`config.mk`:
```
export PLATFORM = sky130hd
export DESIGN_NAME = lsm_sequencer
export DESIGN_NICKNAME = d
export VERILOG_FILES = /design/src/rtl/lsm_pkg.sv /design/src/rtl/lsm_datapath.sv /design/src/rtl/lsm_control.sv /design/src/rtl/lsm_sequencer.sv
export SDC_FILE = /design/constraint.sdc
export NUM_CORES = 1
export LEC_CHECK = 0
export BUFFER_PORTS_ARGS = -buffer_cell sky130_fd_sc_hd__buf_2
export CAP_MARGIN = 20
export CORE_ASPECT_RATIO = 1.5
export CORE_MARGIN = 4
export CORE_UTILIZATION = 53
export CTS_CLUSTER_DIAMETER = 30
export DETAILED_ROUTE_END_ITERATION = 16
export PLACE_DENSITY_LB_ADDON = 0.15
export SLEW_MARGIN = 30
export SYNTH_ARGS = -nofsm -noshare
export SYNTH_HDL_FRONTEND = slang
export SYNTH_HIERARCHICAL = 1
export SYNTH_SLANG_ARGS = --single-unit
```
`constraint.sdc`:
```
create_clock -name clk -period 5.1 [get_ports clk]
set_clock_uncertainty 0.15 [all_clocks]
set_input_delay 0.255 -clock clk [delete_from_list [all_inputs] [get_ports clk]]
set_output_delay 0.255 -clock clk [all_outputs]
set_load 0.005 [all_outputs]
```
`src/rtl/lsm_pkg.sv`:
```
package lsm_pkg;
  typedef enum logic [1:0] {
    ST_IDLE   = 2'd0,
    ST_ACCESS = 2'd1,
    ST_WBACK  = 2'd2,
    ST_FINISH = 2'd3
  } lsm_state_e;

  typedef struct packed {
    logic capture;
    logic advance;
  } lsm_strobe_t;
endpackage

```
`src/rtl/lsm_datapath.sv`:
```
module lsm_datapath
  import lsm_pkg::*;
#(
  parameter int NREG = 16,
  parameter int AW = 32,
  parameter int STEP = 4,
  localparam int IDXW = $clog2(NREG)
) (
  input  logic            clk,
  input  logic            rst,
  input  lsm_strobe_t     strb,
  input  logic [NREG-1:0] regList,
  input  logic [AW-1:0]   baseAddr,
  input  logic            decMode,
  output logic [IDXW-1:0] curIdx,
  output logic            isLast,
  output logic [AW-1:0]   curAddr
);
  logic [NREG-1:0] pendMask;
  logic            decQ;

  always_ff @(posedge clk) begin
    if (rst) begin
      pendMask <= '0;
      curAddr  <= '0;
      decQ     <= 1'b0;
    end else if (strb.capture) begin
      pendMask <= regList;
      curAddr  <= baseAddr;
      decQ     <= decMode;
    end else if (strb.advance) begin
      pendMask[curIdx] <= 1'b0;
      if (!isLast)
        curAddr <= decQ ? curAddr - AW'(STEP) : curAddr + AW'(STEP);
    end
  end

  // priority pick: lowest set bit when incrementing, highest when decrementing
  always_comb begin
    curIdx = '0;
    if (decQ) begin
      for (int i = 0; i < NREG; i++)
        if (pendMask[i]) curIdx = IDXW'(i);
    end else begin
      for (int i = NREG-1; i >= 0; i--)
        if (pendMask[i]) curIdx = IDXW'(i);
    end
  end

  assign isLast = ((pendMask & (pendMask - NREG'(1))) == '0);
endmodule

```
`src/rtl/lsm_control.sv`:
```
module lsm_control
  import lsm_pkg::*;
#(
  parameter int NREG = 16,
  parameter int AW = 32,
  parameter int DW = 32,
  localparam int IDXW = $clog2(NREG),
  localparam int PC_IDX = NREG - 1,
  localparam int LR_IDX = NREG - 2,
  localparam int SP_IDX = NREG - 3
) (
  input  logic            clk,
  input  logic            rst,
  input  logic            start,
  input  logic [NREG-1:0] regList,
  input  logic            isLoad,
  input  logic [IDXW-1:0] baseIdx,
  input  logic            writeBack,
  input  logic            memAck,
  input  logic [DW-1:0]   memRdata,
  input  logic [IDXW-1:0] curIdx,
  input  logic            isLast,
  input  logic [AW-1:0]   curAddr,
  output lsm_strobe_t     strb,
  output logic            memReq,
  output logic            memWe,
  output logic            rfWrEn,
  output logic [IDXW-1:0] rfWrIdx,
  output logic [DW-1:0]   rfWrData,
  output logic            busy,
  output logic            done,
  output logic            illegal,
  output logic            branchReq,
  output logic [DW-1:0]   branchTarget,
  output logic            pcFault
);
  lsm_state_e      state;
  logic            loadQ;
  logic            wbQ;
  logic [IDXW-1:0] baseIdxQ;
  logic            badEnc;
  logic            ackNow;
  logic            pcHit;

  always_comb begin
    badEnc = (regList == '0)
           || (baseIdx == IDXW'(PC_IDX))
           || regList[SP_IDX]
           || (!isLoad && regList[PC_IDX])
           || (isLoad && regList[PC_IDX] && regList[LR_IDX])
           || (writeBack && regList[baseIdx]);
  end

  assign ackNow       = (state == ST_ACCESS) && memAck;
  assign pcHit        = (curIdx == IDXW'(PC_IDX));
  assign strb.capture = (state == ST_IDLE) && start && !badEnc;
  assign strb.advance = ackNow;

  assign memReq   = (state == ST_ACCESS);
  assign memWe    = memReq && !loadQ;
  assign busy     = (state != ST_IDLE);
  assign done     = (state == ST_FINISH);
  assign rfWrEn   = (ackNow && loadQ && !pcHit) || (state == ST_WBACK);
  assign rfWrIdx  = (state == ST_WBACK) ? baseIdxQ : curIdx;
  assign rfWrData = (state == ST_WBACK) ? DW'(curAddr) : memRdata;

  always_ff @(posedge clk) begin
    if (rst) begin
      state        <= ST_IDLE;
      loadQ        <= 1'b0;
      wbQ          <= 1'b0;
      baseIdxQ     <= '0;
      illegal      <= 1'b0;
      branchReq    <= 1'b0;
      pcFault      <= 1'b0;
      branchTarget <= '0;
    end else begin
      illegal   <= 1'b0;
      branchReq <= 1'b0;
      pcFault   <= 1'b0;
      unique case (state)
        ST_IDLE: begin
          if (start) begin
            if (badEnc) begin
              illegal <= 1'b1;
            end else begin
              state    <= ST_ACCESS;
              loadQ    <= isLoad;
              wbQ      <= writeBack;
              baseIdxQ <= baseIdx;
            end
          end
        end
        ST_ACCESS: begin
          if (memAck) begin
            if (loadQ && pcHit) begin
              branchTarget <= {memRdata[DW-1:1], 1'b0};
              if (memRdata[0]) branchReq <= 1'b1;
              else             pcFault   <= 1'b1;
            end
            if (isLast) state <= wbQ ? ST_WBACK : ST_FINISH;
          end
        end
        ST_WBACK:  state <= ST_FINISH;
        ST_FINISH: state <= ST_IDLE;
        default:   state <= ST_IDLE;
      endcase
    end
  end
endmodule

```
`src/rtl/lsm_sequencer.sv`:
```
module lsm_sequencer
  import lsm_pkg::*;
#(
  parameter int NREG = 16,
  parameter int AW = 32,
  parameter int DW = 32,
  parameter int STEP = 4,
  localparam int IDXW = $clog2(NREG)
) (
  input  logic            clk,
  input  logic            rst,
  input  logic            start,
  input  logic [NREG-1:0] regList,
  input  logic [AW-1:0]   baseAddr,
  input  logic            decMode,
  input  logic            isLoad,
  input  logic [IDXW-1:0] baseIdx,
  input  logic            writeBack,
  output logic            memReq,
  output logic            memWe,
  output logic [AW-1:0]   memAddr,
  output logic [DW-1:0]   memWdata,
  input  logic            memAck,
  input  logic [DW-1:0]   memRdata,
  output logic [IDXW-1:0] rfRdIdx,
  input  logic [DW-1:0]   rfRdData,
  output logic            rfWrEn,
  output logic [IDXW-1:0] rfWrIdx,
  output logic [DW-1:0]   rfWrData,
  output logic            busy,
  output logic            done,
  output logic            illegal,
  output logic            branchReq,
  output logic [DW-1:0]   branchTarget,
  output logic            pcFault
);
  lsm_strobe_t     strb;
  logic [IDXW-1:0] curIdx;
  logic            isLast;
  logic [AW-1:0]   curAddr;

  lsm_datapath #(.NREG(NREG), .AW(AW), .STEP(STEP)) i_dp (
    .clk(clk), .rst(rst), .strb(strb), .regList(regList),
    .baseAddr(baseAddr), .decMode(decMode),
    .curIdx(curIdx), .isLast(isLast), .curAddr(curAddr)
  );

  lsm_control #(.NREG(NREG), .AW(AW), .DW(DW)) i_ctl (
    .clk(clk), .rst(rst), .start(start), .regList(regList),
    .isLoad(isLoad), .baseIdx(baseIdx), .writeBack(writeBack),
    .memAck(memAck), .memRdata(memRdata), .curIdx(curIdx),
    .isLast(isLast), .curAddr(curAddr), .strb(strb),
    .memReq(memReq), .memWe(memWe), .rfWrEn(rfWrEn),
    .rfWrIdx(rfWrIdx), .rfWrData(rfWrData), .busy(busy),
    .done(done), .illegal(illegal), .branchReq(branchReq),
    .branchTarget(branchTarget), .pcFault(pcFault)
  );

  assign memAddr  = curAddr;
  assign rfRdIdx  = curIdx;
  assign memWdata = rfRdData;
endmodule

```
==> impl_metrics.json, run 1 <==
{
  "status": "finished, final reports clean",
  "core_mm2": 0.0120,
  "seq_area_frac_synth": 0.280,
  "critPathMaxStageDelay_ps": 710,
  "post_cts.repair.setup_buffers": 0,
  "synth_top_family_by_area": "compound AO/OA/AOI/OAI gates",
  "period_share": 0.736,
  "start_util": 0.542,
  "worst_ep_arrival_time_ps": 3870,
  "whs_path_depth": 3,
  "synthAdderAreaFrac": 0.0698,
  "dr.pass1.iters": 7,
  "start_kind": "register",
  "antenna_found_initial": 1,
  "vias": 6659,
  "synth_top_area_share": 0.280,
  "synthCells": 821,
  "critPathSlowestCell": "dfxtp_1",
  "hpwl_mm": 16.3,
  "clockBufferDepth": 2,
  "ios": 267,
  "synth.area.mux_share": 0.0961,
  "cp.required_ps": 5220,
  "rr_worst_depth": 12,
  "maxCapViolations": 0,
  "dieWidth_um": 98.5,
  "totalNegativeSetupSlack_ps": 0,
  "wl_per_cell_um": 18.8,
  "grt.busiest_layer": "met2",
  "clock_latency_ps": 340,
  "met3_usage": 0.0525,
  "whs_ps": 6.35,
  "die_area_mm2": 0.0142,
  "grt_use_total": 0.290,
  "drtIter0Drc": 213,
  "synth-seq-cells": 91,
  "synth_edf_count": 0,
  "p_leak_nw": 3.42,
  "ctsHoldBuffers": 18,
  "path_cells": "buf_4 > ha_1 > nand4_1 > nor2_1 > a221oi_1 > nand3_1 > o211ai_1 > o31ai_1 > or3_1 > a31oi_1 > a211oi_1 > nor3_1",
  "layout_commonest_cell": "buf_2",
  "clockRootBuffer": "clkbuf_16",
  "ys_types": 78,
  "synth_top_area_cell": "dfxtp_1",
  "syn_avg_cell_area_um2": 7.93,
  "ys_async_sr_fraction": 0,
  "area_growth_pct": 18.9,
  "final_cells": 1138,
  "netlist_area_mm2": 0.00651,
  "first_global_vias": 6437,
  "critPathCaptureType": "register",
  "tightestPinTransition_ps": 656,
  "drt-vias-per-instance": 5.85,
  "rsz0062_at_grt": "no",
  "place_congestion": 0.942,
  "use_met1": 0.312,
  "rows": 49,
  "cts_made_buffers": 9,
  "cts_tree": "built",
  "drive_above_1_share": 0.293,
  "cts.repair.resized": 0,
  "layout_common_cells": "buf_2, nand2_1, a21oi_1",
  "grt_overflow": 0,
  "yosysWarnings": 6,
  "timing.slew.headroom": 0.563,
  "path_max_fanout": 25,
  "fillerInstances": 1148,
  "setup_violations": 0,
  "grt_pass1_wl_mm": 32.8,
  "dp.cells": 1104,
  "hold_path_class": "in2reg",
  "portBuffers": 201,
  "final_antenna_net_count": 0,
  "fmax_ghz": 0.266,
  "layout.nets": 1137,
  "synth-compound-area-share": 0.230,
  "min_period_ps": 3750,
  "critPathKind": "reg2reg",
  "cts_max_level": 3,
  "die-height_um": 144,
  "slew_violations": 0,
  "synth-simple-area-share": 0.200,
  "routed_wl_mm": 21.4,
  "ir_drop_uv": 179,
  "synth_area_leaders": "dfxtp_1, a21oi_1, mux2_2",
  "syn-num-nets": 978,
  "clk_transition_reported_paths_ps": 70,
  "synth_xor_area_frac": 0.0309,
  "hold_viol": 0,
  "powerDensity_mw_per_mm2": 295,
  "met2_usage": 0.521,
  "grt_max_degree": 59,
  "drc_errors": 0,
  "synth-main-ff-cell": "dfxtp_1",
  "cts_sinks": 91
}
cell families after synthesis:
family | after synthesis
compound gates | 228
xor+xnor | 23
fa+ha+maj | 36
buf+inv | 108
flops | 91
mux | 55
other cells | 1
simple gates | 279
worst paths after layout:
kind	to	start	slack, ps
max	i_dp/curAddr[29]	i_dp/decQ	1350
min	i_dp/curAddr[1]	baseAddr[1]	6
max reg2reg	i_dp/curAddr[29]	i_dp/decQ	1350
min reg2reg	i_ctl/branchTarget[6]	i_ctl/branchTarget[6]	300
flip-flops by register name (all words and copies together), names as in the netlist:
| name | cells |
|---|---|
| i_dp/curAddr | 32 |
| i_ctl/branchTarget | 31 |
| i_dp/pendMask | 16 |
| i_ctl/baseIdxQ | 4 |
| i_ctl/state | 2 |
| i_ctl/branchReq | 1 |
| i_ctl/illegal | 1 |
| i_ctl/loadQ | 1 |
| i_ctl/pcFault | 1 |
| i_ctl/wbQ | 1 |
| i_dp/decQ | 1 |
per-layer routing:
layer	share of wire	wire length, um
met1	0.36	7780
met2	0.51	10900
met3	0.061	1310
met4	0.063	1350
met5	0	0
cell usage after synthesis, types with 14 or more instances:
cell / number
nand3_1: 17
a211oi_1: 17
nor3_1: 27
buf_4: 34
nand2_1: 109
o21ai_0: 23
clkbuf_1: 33
a21oi_1: 92
dfxtp_1: 91
mux2i_1: 16
xnor2_1: 14
nor2_1: 74
ha_1: 33
mux2_2: 37
inv_1: 25
per-stage QoR:
step	area, um^2	setup WS (ps)	utilization	total power, W
5_1_grt	7740	1060	0.644	0.00241
6_report	7740	1350	0.644	0.00228
4_1_cts	7730	1430	0.644	0.00229
3_3_place_gp	7280	1500	0.606	0.00164
3_5_place_dp	7280	1470	0.606	0.00165
2_1_floorplan	6510	1790	-	0.00136
worst max-delay path, delay by kind of cell (launching register included):
| family | cells | cell delay, ps |
|---|---|---|
| AND/OR/NAND/NOR | 5 | 940 |
| buffers and inverters | 1 | 410 |
| AO/OA/AOI/OAI | 5 | 1100 |
| flip-flops | 1 | 710 |
| adder cells (fa/ha/maj) | 1 | 360 |
report_power, final:
group	switching (W)	leakage [nW]	internal, W
clock	0.000298	0.129	0.000333
sequential	0.0000805	0.737	0.000757
combinational	0.000438	2.55	0.000374
total	0.000817	3.42	0.00146
cell type report:
cell class | instances | area (um^2) | area share
clock buffers | 9 | 225 | 0.0291
well taps | 153 | 191 | 0.0247
diodes | 1 | 2.50 | 0.000323
multi-input cells | 622 | 4080 | 0.528
clock inverters | 6 | 50.0 | 0.00647
repair buffers | 229 | 1260 | 0.163
inverters | 27 | 101 | 0.0131
flip-flops and latches | 91 | 1820 | 0.235
(Power assumes the default switching activity.)
==> run 2, diff against run 1 <==
- ABC_AREA: unset -> 1
- CORE_UTILIZATION: 53 -> 45
- clock period: 5.1 -> 3.38 ns (I/O delays scaled with it)
==> run 2 against run 1 <==
Net effect:
- register-to-register slack lost 1000 ps
- final area grew 14%
- clock power grew 73%
- die area grew 23%
- power grew 65%
- global-route usage shrank 0.23 points
- via count grew 22%
- routed wire length grew 20%
- count of clock-buffer cells in the layout grew 1
- cell count grew 36%
- sequential power grew 45%
- utilization shrank 6.0 points
- largest cell class unchanged
- largest power group is now combinational logic
==> impl_metrics.json, run 2 <==
{
  "grt_use_total": 0.288,
  "syn-num-nets": 1287,
  "multi_input_area_mm2": 0.00424,
  "diodes": 0,
  "portBuffers": 201,
  "synth_xor_area_frac": 0.0229,
  "path_max_fanout": 34,
  "ys_async_sr_fraction": 0,
  "drc_errors": 0,
  "hpwl_mm": 19.1,
  "area_growth_pct": 27.6,
  "min_period_ps": 3130,
  "layout.nets": 1506,
  "largest_reg_flops": 32,
  "antenna_found_initial": 0,
  "rows": 55,
  "ios": 267,
  "drt-vias-per-instance": 5.23,
  "synth.area.mux_share": 0.00435,
  "r2r_end": "i_dp/curAddr[7]",
  "synth-compound-area-share": 0.168,
  "maxCapViolations": 0,
  "power.share.clock": 0.288,
  "power.switching_w": 0.00144,
  "placed_area_mm2": 0.00787,
  "syn_avg_cell_area_um2": 6.10,
  "synth_edf_count": 0,
  "rr_worst_depth": 13,
  "whs_path_depth": 3,
  "drive_above_1_share": 0.203,
  "synth_area_leaders": "dfxtp_1, nand2_1, nor2_1",
  "wl_per_cell_um": 16.6,
  "clk_transition_reported_paths_ps": 70,
  "timing.slew.headroom": 0.559,
  "internal_power_w": 0.00233,
  "clockBufferDepth": 2,
  "layout_commonest_cell": "nand2_1",
  "worst_ep_arrival_time_ps": 3190,
  "clockRootBuffer": "clkbuf_16",
  "synthCells": 1130,
  "final_area_mm2": 0.00880,
  "grt_max_degree": 68,
  "grt_pass1_wl_mm": 39.7,
  "dieWidth_um": 109,
  "cts_sinks": 91,
  "cts.repair.resized": 0,
  "fmax_ghz": 0.319,
  "final_cells": 1551,
  "synth_commonest_cells": "nand2_1, nor2_1, inv_1, o21ai_0, dfxtp_1",
  "place_congestion": 1.00,
  "vias": 8117,
  "register_area_mm2": 0.00182,
  "ff2ff_setup_slack_ps": 330,
  "reg_top3": "i_dp/curAddr: 32 flops, i_ctl/branchTarget: 31 flops, i_dp/pendMask: 16 flops",
  "cts_tree": "built",
  "worst_setup_path_startpoint": "regList[14]",
  "swShare": 0.383,
  "synth-main-ff-cell": "dfxtp_1",
  "synthAdderAreaFrac": 0.0628,
  "combPwrFrac": 0.390,
  "final_antenna_net_count": 0,
  "top_register": "i_dp/curAddr",
  "grt_overflow": 0,
  "setup_violations": 0,
  "synth-simple-area-share": 0.356,
  "min_from": "baseIdx[2]",
  "critPathKind": "in2reg",
  "power_frac_seq": 0.322,
  "synth_top_family_by_area": "simple AND/OR/NAND/NOR gates",
  "period_share": 0.927,
  "start_util": 0.458,
  "cts_max_level": 3,
  "start_kind": "primary input",
  "totalNegativeSetupSlack_ps": 0,
  "routed_wl_mm": 25.8,
  "p_leak_nw": 4.45,
  "die_area_mm2": 0.0174,
  "dr.pass1.iters": 5,
  "synth_top_area_share": 0.264,
  "tightestPinTransition_ps": 660,
  "synth-seq-cells": 91,
  "seq_area_frac_synth": 0.264,
  "layout_common_cells": "nand2_1, buf_2, nor2_1",
  "r2r-start": "i_dp/pendMask[0]",
  "rsz0062_at_grt": "no",
  "slew_violations": 0,
  "worst_hold_path.endpoint": "i_ctl/baseIdxQ[2]",
  "fillerInstances": 1545,
  "whs_ps": 21.7,
  "ys_types": 44,
  "ir_drop_uv": 305,
  "synth_top_area_cell": "dfxtp_1",
  "yosysWarnings": 6,
  "powerDensity_mw_per_mm2": 428,
  "dp.cells": 1475,
  "netlist_area_mm2": 0.00690,
  "hold_viol": 0,
  "status": "finished, final reports clean",
  "hold_path_class": "in2reg",
  "clock_latency_ps": 340,
  "drtIter0Drc": 488,
  "synth_most_common_cell": "nand2_1",
  "cts_made_buffers": 9,
  "die-height_um": 160,
  "cp.required_ps": 3430,
  "critPathCaptureType": "register",
  "first_global_vias": 7796,
  "core_mm2": 0.0151
}
==> run 2: changes by cell type in the layout (fill, tap and decap cells not counted), sizes merged, moves of 8 or more <==
| cell | change |
|---|---|
| o311ai | -8 |
| nor2 | +90 |
| nand2b | -8 |
| nand3 | +29 |
| o21ai | +69 |
| a211oi | -18 |
| nand2 | +230 |
| mux2i | -13 |
| nor3 | -15 |
| o211ai | -9 |
| inv | +79 |
| mux2 | -37 |
| dlygate4sd3 | +44 |
==> run 2: worst max-delay path, cell delays in order <==
cell	delay [ps]
dlygate4sd3_1	550
buf_2	140
inv_2	60
nand2_1	50
a21oi_1	140
o31ai_1	90
a21oi_1	410
nand4_4	280
inv_2	170
inv_1	190
nand2_4	390
clkinv_4	320
nand2_1	130
a21oi_1	70
==> run 2: power groups by stage <==
stage                     clock [W]  sequential, W  combinational, W
after floorplan                   0        0.00122          0.000888
after global placement            0        0.00124           0.00138
after global routing        0.00115        0.00122           0.00162
after detailed placement          0        0.00123           0.00139
after CTS                   0.00111        0.00121           0.00145
final                       0.00109        0.00121           0.00147
==> run 2: cell type report <==
type                            count  area share
Clock buffer                       10      0.0260
Clock inverter                      4     0.00867
Inverter                          106      0.0464
Multi-Input combinational cell    861       0.481
Sequential cell                    91       0.207
Tap cell                          199      0.0283
Timing Repair Buffer              280       0.202
==> run 2: routing by layer <==
layer | global-route usage | wire length [um] | up-vias
met5 | 0 | 0 | -
met4 | 0.126 | 987 | 0
met3 | 0.0315 | 1230 | 63
met2 | 0.528 | 13600 | 275
met1 | 0.327 | 9950 | 3723
li1 | - | - | 4056
==> run 2: per-stage QoR <==
stage / total power [W] / setup slack [ps] / util
2_1_floorplan: 0.00211 / 275 / -
3_3_place_gp: 0.00262 / 355 / 0.522
3_5_place_dp: 0.00262 / 363 / 0.522
4_1_cts: 0.00377 / 288 / 0.584
5_1_grt: 0.00399 / 19.3 / 0.584
6_report: 0.00377 / 246 / 0.584
==> run 2: worst max path at each step <==
stage,cells after the start,slack (ps),to
global route,24,20,i_ctl/branchTarget[11]
floorplan,11,270,i_dp/curAddr[18]
finish,14,250,i_dp/curAddr[7]
CTS,14,290,i_dp/curAddr[7]
detailed placement,14,360,i_dp/curAddr[25]
global placement,14,360,i_dp/curAddr[25]
==> run 2: logic make-up after synthesis <==
family                   after synthesis
AO/OA/AOI/OAI                        213
XOR/XNOR                              18
adder cells (fa/ha/maj)               34
buffers and inverters                178
flip-flops                            91
multiplexers                           3
other                                  1
AND/OR/NAND/NOR                      592
==> run 2: what timing repair did <==
item | in CTS | in global routing
setup buffers | 0 | 0
hold endpoints to repair | 63 | 0
hold buffers | 62 | 0
